===== config.mk =====
export PLATFORM = sky130hd
export DESIGN_NAME = actuator_regbank
export DESIGN_NICKNAME = d
export VERILOG_FILES = /design/src/rtl/actuator_regbank_pkg.sv /design/src/rtl/actuator_regbank_ctrl.sv /design/src/rtl/actuator_regbank_data.sv /design/src/rtl/actuator_regbank.sv
export SDC_FILE = /design/constraint.sdc
export NUM_CORES = 1
export LEC_CHECK = 0
export BUFFER_PORTS_ARGS = -buffer_cell sky130_fd_sc_hd__buf_4
export CORE_UTILIZATION = 35
export CTS_CLUSTER_DIAMETER = 60
export DETAILED_ROUTE_END_ITERATION = 7
export GPL_ROUTABILITY_DRIVEN = 0
export RECOVER_POWER = 50
export SLEW_MARGIN = 20
export SYNTH_ARGS = -nofsm -noshare
export SYNTH_HDL_FRONTEND = slang
export SYNTH_SLANG_ARGS = --single-unit

===== constraint.sdc =====
create_clock -name clk -period 2.3 [get_ports clk]
set_input_delay 0.23 -clock clk [delete_from_list [all_inputs] [get_ports clk]]
set_output_delay 0.23 -clock clk [all_outputs]
set_load 0.1 [all_outputs]

===== src/rtl/actuator_regbank_pkg.sv =====
package actuator_regbank_pkg;
  localparam int ADDR_W  = 8;
  localparam int DATA_W  = 8;
  localparam int CUR_W   = 10;
  localparam int HI_W    = CUR_W - DATA_W;
  localparam int FAULT_W = 5;
  localparam int PWMF_W  = 3;
  localparam int MODE_W  = PWMF_W + 2;

  localparam logic [ADDR_W-1:0] A_CTRL  = 8'h02;
  localparam logic [ADDR_W-1:0] A_CURHI = 8'h03;
  localparam logic [ADDR_W-1:0] A_CURLO = 8'h04;
  localparam logic [ADDR_W-1:0] A_STAT  = 8'h05;
  localparam logic [ADDR_W-1:0] A_MODE  = 8'h06;
  localparam logic [ADDR_W-1:0] A_FREQ  = 8'h07;

  localparam int SWRST_BIT = 0;
  localparam int RINGEN_BIT = 1;

  localparam logic              DEF_RINGEN = 1'b1;
  localparam logic [DATA_W-1:0] DEF_FREQ   = 8'h83;

  typedef enum logic [2:0] {
    SEL_NONE, SEL_CTRL, SEL_CURHI, SEL_CURLO, SEL_STAT, SEL_MODE, SEL_FREQ
  } regSelE;

  typedef struct packed {
    logic   wrCtrl;
    logic   wrCurHi;
    logic   wrCurLo;
    logic   wrMode;
    logic   wrFreq;
    logic   loadDef;
    logic   clrStat;
    logic   rdStrobe;
    regSelE rdSel;
  } regStrbT;
endpackage


===== src/rtl/actuator_regbank_ctrl.sv =====
module actuator_regbank_ctrl
  import actuator_regbank_pkg::*;
(
  input  logic              clk,
  input  logic              rstN,
  input  logic              wrEn,
  input  logic              rdEn,
  input  logic [ADDR_W-1:0] addr,
  input  logic              swRstBit,
  input  logic              loadDefaults,
  input  logic              clrStatus,
  output regStrbT           strb
);
  regSelE sel;

  always_comb begin
    case (addr)
      A_CTRL:  sel = SEL_CTRL;
      A_CURHI: sel = SEL_CURHI;
      A_CURLO: sel = SEL_CURLO;
      A_STAT:  sel = SEL_STAT;
      A_MODE:  sel = SEL_MODE;
      A_FREQ:  sel = SEL_FREQ;
      default: sel = SEL_NONE;
    endcase
  end

  logic swReset;
  logic wrLive;
  assign swReset = wrEn && (sel == SEL_CTRL) && swRstBit;
  assign wrLive  = wrEn && !swReset && !loadDefaults;

  always_comb begin
    strb          = '0;
    strb.loadDef  = loadDefaults || swReset;
    strb.clrStat  = clrStatus;
    strb.rdStrobe = rdEn;
    strb.rdSel    = sel;
    strb.wrCtrl   = wrLive && (sel == SEL_CTRL);
    strb.wrCurHi  = wrLive && (sel == SEL_CURHI);
    strb.wrCurLo  = wrLive && (sel == SEL_CURLO);
    strb.wrMode   = wrLive && (sel == SEL_MODE);
    strb.wrFreq   = wrLive && (sel == SEL_FREQ);
  end


  wr_onehot_chk: assert property (@(posedge clk) disable iff (!rstN)
    $onehot0({strb.wrCtrl, strb.wrCurHi, strb.wrCurLo, strb.wrMode, strb.wrFreq}));


  def_blocks_wr_chk: assert property (@(posedge clk) disable iff (!rstN)
    loadDefaults |-> !(strb.wrCtrl || strb.wrCurHi || strb.wrCurLo || strb.wrMode || strb.wrFreq));
endmodule


===== src/rtl/actuator_regbank_data.sv =====
module actuator_regbank_data
  import actuator_regbank_pkg::*;
(
  input  logic               clk,
  input  logic               rstN,
  input  regStrbT            strb,
  input  logic [DATA_W-1:0]  wrData,
  input  logic [FAULT_W-1:0] faultSet,
  output logic [DATA_W-1:0]  rdData,
  output logic [CUR_W-1:0]   coilCurrent,
  output logic               ringEnable,
  output logic [MODE_W-1:0]  modeBits,
  output logic [DATA_W-1:0]  resFreq
);
  logic               ringEnQ;
  logic [HI_W-1:0]    curHiQ;
  logic [DATA_W-1:0]  curLoQ;
  logic [CUR_W-1:0]   coilQ;
  logic [FAULT_W-1:0] statusQ;
  logic [MODE_W-1:0]  modeQ;
  logic [DATA_W-1:0]  freqQ;
  logic [DATA_W-1:0]  rdQ;
  logic [DATA_W-1:0]  rdMux;

  always_ff @(posedge clk or negedge rstN) begin
    if (!rstN) begin
      ringEnQ <= DEF_RINGEN;
      curHiQ  <= '0;
      curLoQ  <= '0;
      coilQ   <= '0;
      statusQ <= '0;
      modeQ   <= '0;
      freqQ   <= DEF_FREQ;
    end else if (strb.loadDef) begin
      ringEnQ <= DEF_RINGEN;
      curHiQ  <= '0;
      curLoQ  <= '0;
      coilQ   <= '0;
      statusQ <= '0;
      modeQ   <= '0;
      freqQ   <= DEF_FREQ;
    end else begin
      if (strb.wrCtrl)  ringEnQ <= wrData[RINGEN_BIT];
      if (strb.wrCurHi) curHiQ  <= wrData[HI_W-1:0];
      if (strb.wrCurLo) begin
        curLoQ <= wrData;
        coilQ  <= {curHiQ, wrData};
      end
      if (strb.wrMode)  modeQ   <= wrData[MODE_W-1:0];
      if (strb.wrFreq)  freqQ   <= wrData;
      statusQ <= (strb.clrStat ? '0 : statusQ) | faultSet;
    end
  end

  always_comb begin
    rdMux = '0;
    case (strb.rdSel)
      SEL_CTRL:  rdMux[RINGEN_BIT]   = ringEnQ;
      SEL_CURHI: rdMux[HI_W-1:0]     = curHiQ;
      SEL_CURLO: rdMux               = curLoQ;
      SEL_STAT:  rdMux[FAULT_W-1:0]  = statusQ;
      SEL_MODE:  rdMux[MODE_W-1:0]   = modeQ;
      SEL_FREQ:  rdMux               = freqQ;
      default:   rdMux               = '0;
    endcase
  end

  always_ff @(posedge clk or negedge rstN) begin
    if (!rstN)              rdQ <= '0;
    else if (strb.rdStrobe) rdQ <= rdMux;
  end

  assign rdData      = rdQ;
  assign coilCurrent = coilQ;
  assign ringEnable  = ringEnQ;
  assign modeBits    = modeQ;
  assign resFreq     = freqQ;


  cur_commit_chk: assert property (@(posedge clk) disable iff (!rstN)
    !$stable(coilCurrent) |-> $past(strb.wrCurLo || strb.loadDef));


  status_sticky_chk: assert property (@(posedge clk) disable iff (!rstN)
    !$past(strb.clrStat || strb.loadDef) |-> ((statusQ & $past(statusQ)) == $past(statusQ)));


  defaults_land_chk: assert property (@(posedge clk) disable iff (!rstN)
    strb.loadDef |=> (resFreq == DEF_FREQ && coilCurrent == '0 && ringEnable && statusQ == '0));


  rd_hold_chk: assert property (@(posedge clk) disable iff (!rstN)
    !$past(strb.rdStrobe) |-> $stable(rdData));
endmodule


===== src/rtl/actuator_regbank.sv =====
module actuator_regbank
  import actuator_regbank_pkg::*;
(
  input  logic               clk,
  input  logic               rstN,
  input  logic               wrEn,
  input  logic               rdEn,
  input  logic [ADDR_W-1:0]  addr,
  input  logic [DATA_W-1:0]  wrData,
  output logic [DATA_W-1:0]  rdData,
  input  logic [FAULT_W-1:0] faultSet,
  input  logic               clrStatus,
  input  logic               loadDefaults,
  output logic [CUR_W-1:0]   coilCurrent,
  output logic               ringEnable,
  output logic               ringOnePeriod,
  output logic               linearMode,
  output logic [PWMF_W-1:0]  pwmFreqCode,
  output logic [DATA_W-1:0]  resFreq
);
  regStrbT           strb;
  logic [MODE_W-1:0] modeBits;

  actuator_regbank_ctrl ctrl_i (
    .clk          (clk),
    .rstN         (rstN),
    .wrEn         (wrEn),
    .rdEn         (rdEn),
    .addr         (addr),
    .swRstBit     (wrData[SWRST_BIT]),
    .loadDefaults (loadDefaults),
    .clrStatus    (clrStatus),
    .strb         (strb)
  );

  actuator_regbank_data data_i (
    .clk         (clk),
    .rstN        (rstN),
    .strb        (strb),
    .wrData      (wrData),
    .faultSet    (faultSet),
    .rdData      (rdData),
    .coilCurrent (coilCurrent),
    .ringEnable  (ringEnable),
    .modeBits    (modeBits),
    .resFreq     (resFreq)
  );

  assign ringOnePeriod = modeBits[0];
  assign linearMode    = modeBits[1];
  assign pwmFreqCode   = modeBits[MODE_W-1:2];
endmodule


-- Word-level counts from Yosys, hierarchy flattened
Cells that the tools add are included.
- add/subtract/negate cells: 0
- multipliers: 0
- div/mod/pow operators: 0
- magnitude comparators: 0
- equal/unequal tests: 12
- shift-type cells: 0
- multiplexer cells: 19
- bitwise gates (word level): 1
- reduce and logical (&&, ||, !) cells: 17
- operators by type and width (kind ; count):
    8-bit by 3-bit == test with 1-bit output, second input constant ; 4
    8-bit two-way mux ; 4
    10-bit two-way mux ; 2
    5-bit two-way mux ; 4
    3-bit case mux with 6 select lines ; 1
    8-bit by 2-bit == test with 1-bit output, second input constant ; 2
    3-bit case mux with 4 select lines ; 1
    2-bit nonzero test ; 5
    3-bit == test, second input constant ; 3
    1-bit logical AND ; 9
    3-bit by 2-bit == test with 1-bit output, second input constant ; 2
    1-bit case mux with 6 select lines ; 1
    3-bit case mux with 2 select lines ; 1
    5-bit OR ; 1
    1-bit case mux with 5 select lines ; 1
    2-bit two-way mux ; 2
    3-bit by 1-bit == test with 1-bit output, second input constant ; 1
    1-bit zero test ; 2
    1-bit two-way mux ; 2
    1-bit logical OR ; 1
- flip-flop bits (word level): 47
- latch bits: 0
- RAM bits: 0
- ROM bits: 0
- word-level logic and storage cells: 57
- memories: 0

-- Depth between registers and ports, before layout
- depth after elaboration: 11
- gate-level depth with buffers: 6

-- Modules after synthesis
Synthesis repeated with hierarchy kept, for this count alone.
- cells, all modules: 189
- area total of the unflattened synthesis: 1988.2 µm²
- modules (own cells, without submodules) (module ; times used ; cells each ; area each (µm²) ; sequential area each (µm²)):
    actuator_regbank_data ; 1 ; 166 ; 1849.3 ; 980.9
    actuator_regbank_ctrl ; 1 ; 23 ; 138.9 ; 0.0

-- Worst setup path after synthesis
No wires, ideal clock.
- path kind: register to register
- start: register data_i.modeQ[1], in the netlist data_i.modeBits[1]
- end: register data_i.rdQ[1], in the netlist data_i.rdData[1]
- library setup time: 82 ps
- arrival time: 1766 ps
- slack: 451 ps
- stages on the path, launching flop included: 5
- period minus slack after synthesis: 1849 ps
- path through: dfrtp_1 a21oi_1 a21o_1 a2111o_1 a31oi_1
- word-level cells in the longest chain between the ends: 1
- RTL lines (what ; line ; source):
    start, declared ; actuator_regbank_data.sv:20 ; logic [MODE_W-1:0] modeQ;
    start signal, assigned ; actuator_regbank_data.sv:49 ; if (strb.wrMode) modeQ <= wrData[MODE_W-1:0];
    1-bit case mux with 6 select lines ; actuator_regbank_data.sv:57 ; case (strb.rdSel)
    end signal, assigned ; actuator_regbank_data.sv:70 ; else if (strb.rdStrobe) rdQ <= rdMux;
    end, declared ; actuator_regbank_data.sv:22 ; logic [DATA_W-1:0] rdQ;
No other way between the ends.
A chain may end at the register's enable or synchronous reset.

-- Final worst setup path
- start: register data_i.coilQ[5], in the netlist data_i.coilCurrent[5]
- end: output port coilCurrent[5]
- RTL lines (what ; line ; source):
    start, declared ; actuator_regbank_data.sv:18 ; logic [CUR_W-1:0] coilQ;
    start signal, assigned ; actuator_regbank_data.sv:47 ; coilQ <= {curHiQ, wrData};
    end, declared ; actuator_regbank.sv:14 ; output logic [CUR_W-1:0] coilCurrent,
No word-level cell between the ends.

==> flow_summary.ini <==
[global_route]
grt_max_degree = 40
grt_pass1_wl_mm = 8.00
track_usage_pct = 18.1
grt_pass1_vias = 1536
antenna_found_initial = 0
grt-ovfl-total = 0

[pwr]
irDropWorstVdd_v = 0.000334
p_leak_nw = 1.21
power.density_nw_per_um2 = 587

[floorplan]
io_pins = 59
fp.dieArea_sq_um = 5800
die_w_um = 76.2
start_util_pct = 37.0
coreArea_sq_um = 5200
rows = 26
die_h_um = 76.2

[cts]
cts_max_level = 2
cts_setup_buffers = 0
post_cts_resized = 0
clock_latency_ps = 290
cts_buffer_depth = 2
cts-root-buf = clkbuf_8
clk_pin_slew_ps = 80
cts_buffers = 5
tritoncts = done
cts.sinks = 39
ctsHoldBuffers = 1

[setup_path]
required_ps = 2070
cpLargestDelayFamily = buffers and inverters
cp.arrival_ps = 1540
worst-setup-path-type = register to output port
cp_max_fo = 3
crit_path_start_kind = register
path_cells = clkbuf_1
end_kind = output port
slowest_delay_ps = 870
crit_slowest_cell = clkbuf_1
cp_num_buf_inv = 1

[route]
drt-initial-drc-count = 114
routed_wl_mm = 4.86
routed.top_layer = met4
avgViaCountPerCell = 5.03
drcViolationCount = 0
wl_met2_mm = 2.10
ant_nets = 0
wl_met3_um = 324
num_vias = 1569
wl_per_cell_um = 15.6
wl_met1_mm = 2.39
dr.pass1.iters = 4

[synthesis]
yosys_most_used_dff = dfrtp_1
yosys-mux-area-fraction_pct = 13.5
synth-async-reset-ratio_pct = 100
synth-xor-area-share_pct = 0
synth_fa_ha_area_share_pct = 0
synth_seq_cells = 39
syn-num-nets = 210
synth-compound-area-share_pct = 13.6
syn_area_sq_um = 1920
synth_simple_gate_area_share_pct = 16.4
ys_types = 39
synth_area_per_cell_sq_um = 10.5
synth_edf_count = 0
syn_inst = 183
ys_seq_area_share_pct = 51.0
yosysMostFrequentCell = dfrtp_1
netlist.area_leader.share_pct = 45.5
synth_warnings = 0
synth_top_family_by_area = simple AND/OR/NAND/NOR gates
yosys-top-cells-area = dfrtp_1, mux2i_1, dfstp_2
synth_area_leader_cell = dfrtp_1
ys_top_cells_by_count = dfrtp_1, nor2_1, mux2i_1, nand3_1

[sta]
timing.final.crit_share_pct = 77.1
setup-tns-final_ps = 0
tightest_slew_ps = 1180
period_needed_ps = 1770
final_hold_viol_count = 0
whs_ps = 146
clock_skew_ps = 7.22
setup_viol = 0
fmax_mhz = 564
rsz0062_at_grt = false
slew_viol_final = 0
timing.slew.headroom_pct = 21.5

[layout]
final_layout_size_suffix_gt1_share_pct = 28.9
register_area_sq_um = 981
final_nets = 268
antennaDiodeCount = 0
multi_input_area_sq_um = 837
final_core_util_pct = 47.6
finalNonFillerCells = 312
nFillCells = 519
area_growth_pct = 28.7

[place]
port_buffers = 58
place_inst = 303
dp_hpwl_mm = 3.39

[run]
drv_cap = 0

[worst_hold_path]
hp-class = primary input to register

[run_status]
status = completed
-- through the flow --
stage	total power, mW	cell area [sq um]	setup WS, ps
after floorplan	0.797	1920	451
after global placement	0.870	2410	308
after detailed placement	0.871	2410	281
after CTS	1.47	2540	591
after global routing	1.51	2480	470
final	1.45	2480	526
-- cells in the final DEF, fill, tap and decap left out, types with 3 or more instances in the layout --
cell type  instances
a22o_1             7
dfrtp_1           35
nand3_1           11
clkbuf_8           6
o21ai_0            8
dfstp_2            4
nor2_1            27
a21oi_1           10
inv_1              8
clkbuf_1          15
mux4_2             3
nand2_1           10
mux2i_1           17
buf_4             47
-- path summary, 6_finish.rpt --
path / from / end / slack (ps) / depth (start not counted)
min in group asynchronous: rstN / data_i.coilCurrent[3]$_DFFE_PN0P_ / 620 / 2
max in group asynchronous: rstN / data_i.rdData[0]$_DFFE_PN0P_ / 1090 / 2
setup / recovery: data_i.coilCurrent[5]$_DFFE_PN0P_ / coilCurrent[5] / 530 / 1
hold / removal: faultSet[2] / data_i.statusQ[2]$_DFF_PN0_ / 150 / 3
hold reg to reg: data_i.resFreq[7]$_DFFE_PN1P_ / data_i.resFreq[7]$_DFFE_PN1P_ / 510 / 2
setup reg to reg: data_i.resFreq[1]$_DFFE_PN1P_ / data_i.rdData[1]$_DFFE_PN0P_ / 830 / 4
-- power breakdown --
part	total, mW	switching, mW	internal [mW]
registers	0.699	0.00460	0.694
logic	0.156	0.0992	0.0563
clock network	0.599	0.248	0.351
total	1.45	0.352	1.10
-- cells by family after synthesis --
logic type,Yosys count
AND/OR/NAND/NOR,65
multiplexers,22
flip-flops,39
AO/OA/AOI/OAI,36
buffers and inverters,21
-- registers in the layout (all words and copies together) (netlist names) --
signal	count
data_i.resFreq	8
data_i.statusQ	5
data_i.rdData	8
data_i.coilCurrent	10
data_i.modeBits	5
data_i.ringEnable	1
data_i.curHiQ	2
-- cell type report --
| class | count | area share, % |
|---|---|---|
| tap | 70 | 3.54 |
| clock inverter | 2 | 1.41 |
| clock buffer | 6 | 3.33 |
| inverter | 8 | 1.21 |
| multi-input combinational | 123 | 33.8 |
| timing repair buffer | 64 | 17.1 |
| sequential | 39 | 39.6 |
-- worst min-delay path, stage by stage --
cell     delay, ps
buf_4           80
a21oi_1         30
nor2_1          70
-- per-layer routing --
| metal | GRT usage (%) | up-vias |
|---|---|---|
| met4 | 5.77 | 0 |
| li1 | - | 764 |
| met1 | 25.4 | 741 |
| met2 | 27.1 | 60 |
| met3 | 4.67 | 4 |
| met5 | 0 | - |
Note: power is estimated with default switching activity, not from simulation.
